==> config.mk <==
export PLATFORM = sky130hd
export DESIGN_NAME = rtc_xctl_reg
export DESIGN_NICKNAME = d
export VERILOG_FILES = /design/src/rtl/rtc_xctl_pkg.sv /design/src/rtl/rtc_xctl_flag.sv /design/src/rtl/rtc_xctl_fall_det.sv /design/src/rtl/rtc_xctl_incr_track.sv /design/src/rtl/rtc_xctl_reg.sv
export SDC_FILE = /design/constraint.sdc
export NUM_CORES = 1
export LEC_CHECK = 0
export BUFFER_PORTS_ARGS = -buffer_cell sky130_fd_sc_hd__buf_4
export CAP_MARGIN = 15
export CORE_AREA = 10 10 47 49
export CTS_CLUSTER_DIAMETER = 200
export DETAILED_ROUTE_END_ITERATION = 8
export DIE_AREA = 0 0 57 59
export PLACE_DENSITY_LB_ADDON = 0.12
export SETUP_SLACK_MARGIN = 0.4
export SYNTH_ARGS = -nofsm -noshare
export SYNTH_HDL_FRONTEND = slang
export SYNTH_HIERARCHICAL = 1
export SYNTH_SLANG_ARGS = --single-unit
==> constraint.sdc <==
create_clock -name clk_i -period 2.5 [get_ports clk_i]
set_clock_uncertainty 0.15 [all_clocks]
set_input_delay 0.25 -clock clk_i [delete_from_list [all_inputs] [get_ports clk_i]]
set_output_delay 0.25 -clock clk_i [all_outputs]
set_load 0.02 [all_outputs]
==> src/rtl/rtc_xctl_pkg.sv <==
package rtc_xctl_pkg;
  localparam int REG_W     = 8;
  localparam int N_FLAGS   = 3;
  localparam int BIT_KICK  = 0;
  localparam int BIT_WAKE  = 1;
  localparam int BIT_RCLR  = 2;
  localparam int BIT_PWR   = 3;
  localparam int BIT_SPARE = 4;
  localparam int BIT_BURST = 5;
  localparam int BIT_INCR  = 6;
  localparam int BIT_BAT   = 7;
endpackage

==> src/rtl/rtc_xctl_flag.sv <==
module rtc_xctl_flag (
  input  logic clk_i,
  input  logic rst_ni,
  input  logic set_i,
  input  logic wr_i,
  input  logic wdata_i,
  output logic q_o
);
  logic q_q;

  // hardware set outranks software write
  always_ff @(posedge clk_i or negedge rst_ni) begin
    if (!rst_ni)     q_q <= 1'b0;
    else if (set_i)  q_q <= 1'b1;
    else if (wr_i)   q_q <= wdata_i;
  end

  assign q_o = q_q;

  a_r5_set_wins: assert property (@(posedge clk_i) disable iff (!rst_ni)
    set_i |=> q_o);
  a_r4_write_clear: assert property (@(posedge clk_i) disable iff (!rst_ni)
    (wr_i && !wdata_i && !set_i) |=> !q_o);
  a_r4_hold: assert property (@(posedge clk_i) disable iff (!rst_ni)
    (!wr_i && !set_i) |=> $stable(q_o));
endmodule

==> src/rtl/rtc_xctl_fall_det.sv <==
module rtc_xctl_fall_det #(
  parameter int SYNC_STAGES = 2
) (
  input  logic clk_i,
  input  logic rst_ni,
  input  logic async_i,
  output logic fall_o
);
  localparam int LAST = SYNC_STAGES - 1;

  logic [SYNC_STAGES-1:0] sync_q;
  logic                   prev_q;

  always_ff @(posedge clk_i or negedge rst_ni) begin
    if (!rst_ni) sync_q[0] <= 1'b1;
    else         sync_q[0] <= async_i;
  end

  for (genvar s = 1; s < SYNC_STAGES; s++) begin : g_sync
    always_ff @(posedge clk_i or negedge rst_ni) begin
      if (!rst_ni) sync_q[s] <= 1'b1;
      else         sync_q[s] <= sync_q[s-1];
    end
  end

  always_ff @(posedge clk_i or negedge rst_ni) begin
    if (!rst_ni) prev_q <= 1'b1;
    else         prev_q <= sync_q[LAST];
  end

  assign fall_o = prev_q & ~sync_q[LAST];

  a_r6_fall_single: assert property (@(posedge clk_i) disable iff (!rst_ni)
    fall_o |=> !fall_o);
endmodule

==> src/rtl/rtc_xctl_incr_track.sv <==
module rtc_xctl_incr_track (
  input  logic clk_i,
  input  logic rst_ni,
  input  logic lead_i,
  input  logic done_i,
  output logic busy_o
);
  logic busy_q;

  always_ff @(posedge clk_i or negedge rst_ni) begin
    if (!rst_ni)     busy_q <= 1'b0;
    else if (lead_i) busy_q <= 1'b1;
    else if (done_i) busy_q <= 1'b0;
  end

  assign busy_o = busy_q;

  a_r9_lead_opens: assert property (@(posedge clk_i) disable iff (!rst_ni)
    lead_i |=> busy_o);
  a_r9_done_closes: assert property (@(posedge clk_i) disable iff (!rst_ni)
    (done_i && !lead_i) |=> !busy_o);
  a_r9_quiet_hold: assert property (@(posedge clk_i) disable iff (!rst_ni)
    (!done_i && !lead_i) |=> $stable(busy_o));
endmodule

==> src/rtl/rtc_xctl_reg.sv <==
module rtc_xctl_reg
  import rtc_xctl_pkg::*;
#(
  parameter int RCLR_SYNC = 2
) (
  input  logic             clk_i,
  input  logic             rst_ni,
  input  logic             wr_en_i,
  input  logic [REG_W-1:0] wdata_i,
  output logic [REG_W-1:0] rdata_o,
  input  logic             bat_ok_i,
  input  logic             upd_lead_i,
  input  logic             upd_done_i,
  input  logic             wake_evt_i,
  input  logic             kick_evt_i,
  input  logic             rclr_ni,
  input  logic             rclr_en_i,
  input  logic             wake_ie_i,
  input  logic             kick_en_i,
  output logic             pwr_oe_o,
  output logic             burst_en_o
);
  logic [N_FLAGS-1:0] flag_set;
  logic [N_FLAGS-1:0] flag_q;
  logic               rclr_fall;
  logic               incr_q;
  logic               pwr_q;
  logic               burst_q;
  logic               spare_q;
  logic               pwr_kill;
  logic               unused_wdata;

  assign unused_wdata = ^wdata_i[BIT_BAT:BIT_INCR];

  rtc_xctl_fall_det #(.SYNC_STAGES(RCLR_SYNC)) u_rclr_det (
    .clk_i   (clk_i),
    .rst_ni  (rst_ni),
    .async_i (rclr_ni),
    .fall_o  (rclr_fall)
  );

  assign flag_set[BIT_KICK] = kick_evt_i;
  assign flag_set[BIT_WAKE] = wake_evt_i;
  assign flag_set[BIT_RCLR] = rclr_fall & rclr_en_i;

  for (genvar f = 0; f < N_FLAGS; f++) begin : g_flag
    rtc_xctl_flag u_flag (
      .clk_i   (clk_i),
      .rst_ni  (rst_ni),
      .set_i   (flag_set[f]),
      .wr_i    (wr_en_i),
      .wdata_i (wdata_i[f]),
      .q_o     (flag_q[f])
    );
  end

  rtc_xctl_incr_track u_incr (
    .clk_i  (clk_i),
    .rst_ni (rst_ni),
    .lead_i (upd_lead_i),
    .done_i (upd_done_i),
    .busy_o (incr_q)
  );

  assign pwr_kill = (flag_q[BIT_WAKE] & wake_ie_i) | (flag_q[BIT_KICK] & kick_en_i);

  always_ff @(posedge clk_i or negedge rst_ni) begin
    if (!rst_ni) begin
      pwr_q   <= 1'b0;
      burst_q <= 1'b0;
      spare_q <= 1'b0;
    end else begin
      if (pwr_kill)     pwr_q <= 1'b0;
      else if (wr_en_i) pwr_q <= wdata_i[BIT_PWR];
      if (wr_en_i) begin
        burst_q <= wdata_i[BIT_BURST];
        spare_q <= wdata_i[BIT_SPARE];
      end
    end
  end

  assign rdata_o    = {bat_ok_i, incr_q, burst_q, spare_q, pwr_q, flag_q};
  assign pwr_oe_o   = ~pwr_q;
  assign burst_en_o = burst_q;

  a_r7_pwr_autoclr: assert property (@(posedge clk_i) disable iff (!rst_ni)
    ((rdata_o[BIT_WAKE] && wake_ie_i) || (rdata_o[BIT_KICK] && kick_en_i)) |=> pwr_oe_o);
  a_r7_pwr_hold: assert property (@(posedge clk_i) disable iff (!rst_ni)
    (!wr_en_i && !pwr_kill) |=> $stable(pwr_oe_o));
  a_r6_rclr_gated: assert property (@(posedge clk_i) disable iff (!rst_ni)
    (!rclr_en_i && !wr_en_i) |=> $stable(rdata_o[BIT_RCLR]));
  a_r3_burst_hold: assert property (@(posedge clk_i) disable iff (!rst_ni)
    !wr_en_i |=> $stable(burst_en_o));
endmodule

==> key figures <==
Worst setup path
  • Worst setup path startpoint: kick_en_i
  • Worst Reg2Reg Path Length in Cells: 3
  • Crit path capture type: flip-flop
  • Critical path class: in -> reg
  • Arrival @ worst endpoint: 1700 ps
  • WP data required: 2560 ps
  • Largest fanout on the critical path: 1
  • R2R Path Start: pwr_q
  • R2R Path End: pwr_q
  • Worst setup path endpoint: pwr_q
  • FF-to-FF setup slack: 1060 ps
  • Critical Path Start Type: input port

Floorplan
  • Top Ports: 30
  • Starting Density: 29.9%
  • Row cnt: 14
  • Die ar.: 0.00336 mm2
  • Die width: approximately 57 um
  • Core area: ~0.0014 mm2
  • Die height: 59 um

Status
  • Outcome: complete, no violations

CTS
  • Clock Path Buffers: 2
  • Clock Tree Root: clkbuf_4
  • CTS tree: done
  • Clk slew on worst S/H paths: 70 ps
  • Worst skew pair latency: between 200 and 300 ps
  • Cts bufs inserted: 3
  • H-tree depth: 1
  • Post-CTS Setup Bufs: 0
  • Clock sink count: 10

Timing
  • Final setup viols: 0
  • Period Utilization, post-route: 65.5%
  • Final Max Slew Viols: 0
  • Measured slew at the worst slew-check pin: 186 ps
  • Worst rel slew slack: 87.2%
  • RSZ-0062 raised after global routing: no
  • Total negative slack: 0 ps
  • Hold Fails Final Rpt: 0
  • Period minus WS final: 1640 ps
  • Max Fclk: 0.610 GHz

Logic synthesis
  • Post-Syn Area: 419 um2
  • Yosys reg bits: 10
  • Yosys Warn Count: 6
  • Gate Count Post-Synth: 30
  • Yosys cell types: 12
  • Average size of a mapped cell: about 14 um2
  • Register area share after synthesis: 60.6%
  • Syn_nets: 50

Placement
  • PortBufs: 25
  • Final HPWL DP: roughly 850 um
  • Routability cong.: between 0.7 and 0.8
  • Placed instance area: 589 um2

Global routing
  • Largest net degree at the start of global routing: 11
  • Total GRT Usage: 6.59%
  • Grt total ovfl: 0
  • Vias in the first global route: 385
  • Initial antenna violation count: 0
  • First-pass GRT wire length: 1680 um

Routing
  • Vias: 321
  • Overall routed net length: 1030 um
  • Drt first-iter violations: 1
  • Drt pass-1 iters: 3
  • Wire per inst: 13.9 um
  • DRC violations left: 0
  • Vias/cell: approximately 4.3
  • Antenna violation net count after detailed routing: 0

Layout
  • N_diodes: 0
  • Layout area overhead: 56.4%
  • Nets: between 70 and 80
  • Layout Utilization: 46.8%
  • Fill count: 143
  • Share of cells above drive strength 1: 60.3%
  • Finished Cell Area: 656 um2

Power and ir drop
  • P per Cell Area: 578 mW/mm2
  • P_leak: 0.323 nW
  • Peak supply drop: 338 uV
  • Total power: 379 uW

Hold path
  • Hold Path Class: in -> reg

Flow run
  • Number of max-cap violations: 0
[cell families after synthesis]
group           synth area share (%)
flops                           60.6
buf+inv                         10.7
compound gates                  11.6
simple gates                    9.25
mux                             7.76
[repair_timing]
action	4_1_cts	5_1_grt
hold buffers	4	0
endpoints found under the hold margin	12	0
resized for setup	0	0
[layer usage]
layer  GRT usage (%)  vias to the layer above  share of wire [%]
li1                -                      151                  -
met1            5.98                      148                 35
met2            9.77                       19                 47
met3            5.15                        3                 14
met4            5.03                        0                3.0
met5               0                        -                  0
[synthesized netlist by cell type]
cell      n  area (um2)
mux2_2    2        22.5
a221oi_2  1        15.0
a211o_1   3        26.3
nor2b_1   3        18.8
and2_1    1        6.26
inv_1     2        7.51
dfrtp_1   7         175
a21o_1    1        7.51
buf_4     5        37.5
dfstp_2   3        78.8
mux2i_1   1        10.0
nor2b_4   1        13.8
[worst min path at each step]
stage,startpoint,slack (ps),endpoint,cells past startpoint
floorplan,rst_ni,-200,burst_en_o,0
global placement,rst_ni,-70,u_incr/busy_o,1
detailed placement,rst_ni,-60,burst_en_o,1
CTS,wake_evt_i,1,g_flag[1].u_flag/q_o,2
global route,wake_evt_i,10,g_flag[1].u_flag/q_o,2
finish,wake_evt_i,9,g_flag[1].u_flag/q_o,2
[power by group]
| group | internal, mW | switching, mW |
|---|---|---|
| sequential | 0.175 | 0.00736 |
| combinational | 0.0456 | 0.0339 |
| clock | 0.0617 | 0.0550 |
| total | 0.283 | 0.0963 |
[area by class of cell]
cell class	instances	area, um2	area share [%]
timing repair buffer	29	228	34.7
tap	16	20.0	3.05
multi-input combinational	13	120	18.3
clock buffer	4	26.3	4.01
inverter	2	7.51	1.15
sequential	10	254	38.7
[metrics by stage]
step           hold slack [ps]  worst slack, ps  std cells
4_1_cts                   1.11              862         74
3_5_place_dp             -63.4             1280         66
6_report                  9.10              861         74
5_1_grt                   11.6              829         74
2_1_floorplan             -196             1320         30
3_3_place_gp             -69.8             1310         66
[worst max-delay path, cell delays in order]
cell           delay, ps
dlygate4sd3_1        540
buf_4                130
a221oi_2             210
dlygate4sd3_1        570
[cells in the final DEF, fill, tap and decap left out]
cell type	Yosys	final
clkbuf_4	0	3
dfstp_2	3	3
mux2_2	2	2
nor2b_4	1	1
clkbuf_1	0	1
nor2b_1	3	3
dfrtp_1	7	7
a21o_1	1	1
and2_1	1	1
dlygate4sd3_1	0	4
mux2i_1	1	1
a211o_1	3	3
inv_1	2	2
a221oi_2	1	1
buf_4	5	25
[flip-flops by register name (all words and copies together), names as in the netlist]
name               cells
u_rclr_det/prev_q      1
g_flag.u_flag/q_o      3
spare_q                1
u_incr/busy_o          1
u_rclr_det/sync_q      2
burst_en_o             1
pwr_q                  1
(Power assumes the default switching activity.)
